<file path="config.mk">
export PLATFORM = sky130hd
export DESIGN_NAME = ioexp_regfile
export DESIGN_NICKNAME = d
export VERILOG_FILES = /design/src/rtl/ioexp_pkg.sv /design/src/rtl/ioexp_bank.sv /design/src/rtl/ioexp_rdmux.sv /design/src/rtl/ioexp_regfile.sv
export SDC_FILE = /design/constraint.sdc
export NUM_CORES = 1
export LEC_CHECK = 0
export BUFFER_PORTS_ARGS = -buffer_cell sky130_fd_sc_hd__buf_2
export CAP_MARGIN = 40
export CELL_PAD_IN_SITES_DETAIL_PLACEMENT = 0
export CELL_PAD_IN_SITES_GLOBAL_PLACEMENT = 1
export CORE_MARGIN = 2
export CORE_UTILIZATION = 39
export CTS_BUF_LIST = sky130_fd_sc_hd__clkbuf_4 sky130_fd_sc_hd__clkbuf_8
export CTS_CLUSTER_SIZE = 25
export DETAILED_ROUTE_END_ITERATION = 12
export PLACE_DENSITY_LB_ADDON = 0.3
export SLEW_MARGIN = 20
export SYNTH_ARGS = -nofsm -noshare
export SYNTH_HDL_FRONTEND = slang
export SYNTH_HIERARCHICAL = 1
export SYNTH_SLANG_ARGS = --single-unit
</file>
<file path="constraint.sdc">
create_clock -name clk -period 1.4 [get_ports clk]
set_clock_uncertainty 0.2 [all_clocks]
set_input_delay 0.07 -clock clk [delete_from_list [all_inputs] [get_ports clk]]
set_output_delay 0.07 -clock clk [all_outputs]
set_load 0.05 [all_outputs]
</file>
<file path="src/rtl/ioexp_pkg.sv">
package ioexp_pkg;
  localparam logic [7:0] CMD_NPIN  = 8'h00;
  localparam logic [7:0] CMD_NRISE = 8'h01;
  localparam logic [7:0] CMD_NFALL = 8'h02;
  localparam logic [7:0] CMD_SPIN  = 8'h03;
  localparam logic [7:0] CMD_SRISE = 8'h04;
  localparam logic [7:0] CMD_SFALL = 8'h05;
  localparam logic [7:0] CMD_STAT  = 8'h06;
  localparam logic [7:0] CMD_ASMP  = 8'h07;
  localparam logic [7:0] CMD_SRST  = 8'h08;
  localparam logic [7:0] CMD_ID    = 8'hFE;
  localparam logic [7:0] ID_BYTE   = 8'h4D;

  // slot inside a bank: 0 drive level, 1 rising mask, 2 falling mask
  function automatic logic [1:0] bank_slot(input logic [7:0] code);
    logic [7:0] rel;
    rel = (code >= CMD_SPIN) ? code - CMD_SPIN : code;
    return rel[1:0];
  endfunction

  function automatic logic is_norm(input logic [7:0] code);
    return code <= CMD_NFALL;
  endfunction

  function automatic logic is_susp(input logic [7:0] code);
    return (code >= CMD_SPIN) && (code <= CMD_SFALL);
  endfunction
endpackage

</file>
<file path="src/rtl/ioexp_bank.sv">
module ioexp_bank #(
  parameter int   W        = 8,
  parameter logic PIN_ONES = 1'b0
) (
  input  logic         clk,
  input  logic         rst_n,
  input  logic         soft_rst,
  input  logic         wr_en,
  input  logic [1:0]   wr_slot,
  input  logic [W-1:0] wr_data,
  output logic [W-1:0] pin_q,
  output logic [W-1:0] rise_q,
  output logic [W-1:0] fall_q
);
  localparam int NSLOT = 3;
  logic [W-1:0] slot_q [NSLOT];

  for (genvar s = 0; s < NSLOT; s++) begin : g_slot
    localparam logic [W-1:0] POR = (s == 0 && !PIN_ONES) ? '0 : '1;
    always_ff @(posedge clk or negedge rst_n) begin
      if (!rst_n)
        slot_q[s] <= POR;
      else if (soft_rst)
        slot_q[s] <= POR;
      else if (wr_en && wr_slot == 2'(s))
        slot_q[s] <= wr_data;
    end
  end

  assign pin_q  = slot_q[0];
  assign rise_q = slot_q[1];
  assign fall_q = slot_q[2];
endmodule

</file>
<file path="src/rtl/ioexp_rdmux.sv">
module ioexp_rdmux
  import ioexp_pkg::*;
#(
  parameter int W = 8
) (
  input  logic [7:0]   rd_code,
  input  logic [W-1:0] n_pin,
  input  logic [W-1:0] n_rise,
  input  logic [W-1:0] n_fall,
  input  logic [W-1:0] s_pin,
  input  logic [W-1:0] s_rise,
  input  logic [W-1:0] s_fall,
  input  logic [W-1:0] io_in,
  output logic [W-1:0] rd_data
);
  always_comb begin
    case (rd_code)
      CMD_NPIN:  rd_data = n_pin;
      CMD_NRISE: rd_data = n_rise;
      CMD_NFALL: rd_data = n_fall;
      CMD_SPIN:  rd_data = s_pin;
      CMD_SRISE: rd_data = s_rise;
      CMD_SFALL: rd_data = s_fall;
      CMD_STAT:  rd_data = io_in;
      CMD_ID:    rd_data = W'(ID_BYTE);
      default:   rd_data = '0;
    endcase
  end
endmodule

</file>
<file path="src/rtl/ioexp_regfile.sv">
module ioexp_regfile
  import ioexp_pkg::*;
#(
  parameter int W      = 8,
  parameter int ADDR_W = 2
) (
  input  logic              clk,
  input  logic              rst_n,
  input  logic [7:0]        cmd_code,
  input  logic              dat_stb,
  input  logic [W-1:0]      dat_byte,
  input  logic              cmd_stb,
  input  logic [7:0]        rd_code,
  output logic [W-1:0]      rd_data,
  input  logic              suspend,
  input  logic [W-1:0]      io_in,
  output logic [W-1:0]      io_out,
  output logic [W-1:0]      rise_mask,
  output logic [W-1:0]      fall_mask,
  input  logic [ADDR_W-1:0] addr_pins,
  output logic [ADDR_W-1:0] addr_sel
);
  // named events, also used by the checker
  logic soft_rst_evt, addr_smp_evt, norm_wr_evt, susp_wr_evt;
  logic [1:0] wr_slot;
  logic [W-1:0] n_pin, n_rise, n_fall, s_pin, s_rise, s_fall;
  logic [ADDR_W-1:0] addr_q;

  assign soft_rst_evt = cmd_stb && (cmd_code == CMD_SRST);
  assign addr_smp_evt = cmd_stb && (cmd_code == CMD_ASMP || cmd_code == CMD_SRST);
  assign norm_wr_evt  = dat_stb && is_norm(cmd_code);
  assign susp_wr_evt  = dat_stb && is_susp(cmd_code);
  assign wr_slot      = bank_slot(cmd_code);

  ioexp_bank #(.W(W), .PIN_ONES(1'b0)) u_norm (
    .clk(clk), .rst_n(rst_n), .soft_rst(soft_rst_evt), .wr_en(norm_wr_evt),
    .wr_slot(wr_slot), .wr_data(dat_byte),
    .pin_q(n_pin), .rise_q(n_rise), .fall_q(n_fall));

  ioexp_bank #(.W(W), .PIN_ONES(1'b1)) u_susp (
    .clk(clk), .rst_n(rst_n), .soft_rst(soft_rst_evt), .wr_en(susp_wr_evt),
    .wr_slot(wr_slot), .wr_data(dat_byte),
    .pin_q(s_pin), .rise_q(s_rise), .fall_q(s_fall));

  ioexp_rdmux #(.W(W)) u_rd (
    .rd_code(rd_code), .n_pin(n_pin), .n_rise(n_rise), .n_fall(n_fall),
    .s_pin(s_pin), .s_rise(s_rise), .s_fall(s_fall), .io_in(io_in),
    .rd_data(rd_data));

  always_ff @(posedge clk or negedge rst_n) begin
    if (!rst_n)            addr_q <= '0;
    else if (addr_smp_evt) addr_q <= addr_pins;
  end

  assign addr_sel  = addr_q;
  assign io_out    = suspend ? s_pin  : n_pin;
  assign rise_mask = suspend ? s_rise : n_rise;
  assign fall_mask = suspend ? s_fall : n_fall;
endmodule

</file>
==> reports/qor.txt <==
Yosys cell types -> 42
Post-DRT Antenna Nets -> 0
first-pass GRT wire length -> 16,100 um
CTS Buf Count -> 5
P&R area growth vs syn -> 69.1%
Seq/Total Area, Yosys -> 0.396
die height -> 95.8 um
YS warnings -> 6
ys async rst share -> 1.00
Cell Pwr Density -> 854 nW/um^2
crit path kind -> flip-flop to output pin
synthesized area -> 3280 um^2
vias in the first global route -> 3,115
maximum VDD drop -> 0.709 mV
violated checks -> setup timing
share of cells above drive strength 1 -> 0.607
crit path max fanout -> 2
cells after synthesis -> 311
RSZ-0062 raised after global routing -> yes
final setup vio count -> 82
PortBufs -> 72
hold crit path type -> input pin to flip-flop
Max Buffers Root-to-Sink -> 2
Max H-tree Level -> 2
final hold vios -> 0
Max Slew Vio Count -> 0
antenna cells -> 0
number of cell rows -> 33
Sw Share -> 0.313
NetSw -> 0.00149 W
main flop type after synthesis -> dfstp_2
Final period util -> 1.42
max_slew headroom -> 0.784
RePlAce Congestion -> 0.849
routed len/inst -> 17.3 um
max cap viols -> 0
CP peak stage delay -> 0.38 ns
Clk pwr share -> 0.230
static leakage -> 2.61 nW
setup ws final -> -0.594 ns
Vias/cell -> 5.15
Top Ports -> 73
FILL cells -> 627
Core Util, Final -> 0.680
Hold Crit Endpoint -> addr_sel[0]
reg2reg end -> u_susp/pin_q[3]
r2r setup slk -> 0.21 ns
Sequential Power Share -> 0.384
Max Clk Rate -> 502 MHz
CTS tree -> built
total number of vias -> 3,035
initial antenna violation count -> 0
DIE AREA -> 9170 um^2
Logic pwr share -> 0.386
status -> finished with violations
CP startpoint kind -> flip-flop
DR iter-0 viols -> 94
cells on worst reg2reg path -> 4
Post-Synthesis Net Count -> 355
crit path capture type -> output pin
Routed WL -> 10,200 um
clk root buf -> clkbuf_8
flop and latch count out of synthesis -> 50
CP max stage cell -> dfstp_2
CP arrival -> 1.72 ns
Core Box Area -> 8180 um^2
Initial Utilization -> 0.402
area post-placement -> 4560 um^2
clk_lat worst skew -> 0.30 ns
Avg Inst Size Synth -> 10.6 um^2
Worst Hold Launch -> cmd_stb
Final HPWL DP -> 7090 um
Sink Count -> 50
CP required -> 1.13 ns
largest net degree at the start of global routing -> 51
Hold Crit Depth -> 4
gr usage total -> 0.230
Worst-Margin Slew -> 0.324 ns
drt first pass iters -> 4
EDFF count, synth -> 0
Critical R2R Launch -> u_susp/pin_q[3]
post-route cell area -> 5560 um^2
final net count -> 527
Die Width -> 95.8 um
total gr overflow -> 0
Critical Path, Cell by Cell -> mux2_4 -> a221o_1 -> a32oi_2 -> o21ai_4 -> buf_6
Reg clk slew, reported paths -> 0.09 ns
DR DRC count -> 0
Internal -> 0.00326 W
Final min period -> 1.99 ns
## worst max-delay path: cells and delay by family (launching register included)
| family | cells | cell delay (ns) |
|---|---|---|
| multiplexers | 1 | 0.25 |
| AO/OA/AOI/OAI | 3 | 0.64 |
| buffers and inverters | 1 | 0.15 |
| flip-flops | 1 | 0.38 |
## metrics by stage
step	instances	TNS (ns)	hold slack, ns	setup WS, ns	total power (W)
2_1_floorplan	311	-27.07	-0.426	-0.591	0.00261
3_3_place_gp	559	-38.01	-0.116	-0.756	0.00316
3_5_place_dp	559	-40.30	-0.118	-0.823	0.00318
4_1_cts	579	-26.52	0.0618	-0.599	0.00467
5_1_grt	589	-33.04	0.0710	-0.654	0.00497
6_report	589	-28.07	0.0540	-0.594	0.00474
## layout by cell type (no fill, tap or decap), types with 2 or more instances in the layout
cell type / n
a2111oi_2: 2
a211oi_4: 2
a21o_1: 2
a21oi_1: 2
a221o_1: 2
a32oi_2: 2
buf_12: 7
buf_2: 39
buf_4: 48
buf_6: 57
buf_8: 25
clkbuf_8: 6
dfrtp_1: 10
dfstp_2: 40
dlygate4sd3_1: 11
ha_1: 5
inv_1: 6
mux2_1: 2
mux2_4: 30
mux2i_1: 50
mux2i_2: 4
mux4_2: 5
nand2_1: 3
nand2b_1: 17
nand3_1: 2
nand3b_1: 6
nor2_1: 63
nor2_2: 3
nor2_4: 4
nor3_1: 2
nor3b_4: 2
o21ai_4: 4
## registers in the layout, summed over array words and instances (netlist names)
signal         flops
u_norm/rise_q      8
u_norm/fall_q      8
u_susp/rise_q      8
addr_sel           2
u_norm/pin_q       8
u_susp/fall_q      8
u_susp/pin_q       8
## power by group through the flow
stage / sequential, W / combinational [W] / clock (W)
after global placement: 0.00182 / 0.00134 / 0
after detailed placement: 0.00182 / 0.00136 / 0
final: 0.00182 / 0.00183 / 0.00109
after CTS: 0.00182 / 0.00175 / 0.00111
after floorplan: 0.00182 / 0.000789 / 0
after global routing: 0.00184 / 0.00195 / 0.00118
## kinds of logic after synthesis
family | after synthesis | synth area share
simple gates | 109 | 0.160
mux | 91 | 0.313
flops | 50 | 0.396
buf+inv | 29 | 0.0518
compound gates | 26 | 0.0575
fa+ha+maj | 5 | 0.0190
xor+xnor | 1 | 0.00267
## routing by layer
metal / track usage / wire length [um] / up-vias
li1: - / - / 1440
met2: 0.382 / 4910 / 93
met3: 0.0392 / 530 / 11
met1: 0.318 / 4620 / 1491
met4: 0.0488 / 123 / 0
met5: 0 / 0 / -
## worst max path at each step
stage | start | endpoint | slack, ns
final | u_norm/rise_q[6] | rd_data[6] | -0.59
after global routing | u_susp/fall_q[6] | rd_data[6] | -0.65
after CTS | u_norm/fall_q[6] | rd_data[6] | -0.60
after detailed placement | cmd_code[7] | u_norm/pin_q[5] | -0.82
after global placement | cmd_code[7] | u_susp/rise_q[0] | -0.76
after floorplan | cmd_code[7] | u_norm/pin_q[0] | -0.59
## timing repair
item                       in CTS  in global routing
gates cloned                    0                  0
setup endpoints to repair      82                 82
pin swaps                      16                 10
hold buffers                   11                  0
resized for setup             166                 27
setup buffers                   4                 16
hold endpoints to repair      100                  0
## final cells by class
class                   instances  area [um^2]  area share
well taps                     105          131      0.0236
clock buffers                   7         90.1      0.0162
flip-flops and latches         50         1300       0.234
repair buffers                187         1820       0.328
inverters                       7         26.3     0.00473
multi-input cells             232         2150       0.388
clock inverters                 1         30.0     0.00541
## cell usage after synthesis, drive strengths merged (5+ instances only)
master | number | area share
buf | 16 | 0.037
clkbuf | 6 | 0.0069
dfrtp | 10 | 0.076
dfstp | 40 | 0.32
ha | 5 | 0.019
inv | 7 | 0.0080
mux2 | 32 | 0.11
mux2i | 54 | 0.16
mux4 | 5 | 0.034
nand2b | 17 | 0.032
nand3b | 6 | 0.014
nor2 | 70 | 0.080
o21ai | 5 | 0.0076
No activity file was read; power rests on OpenSTA's default activity.
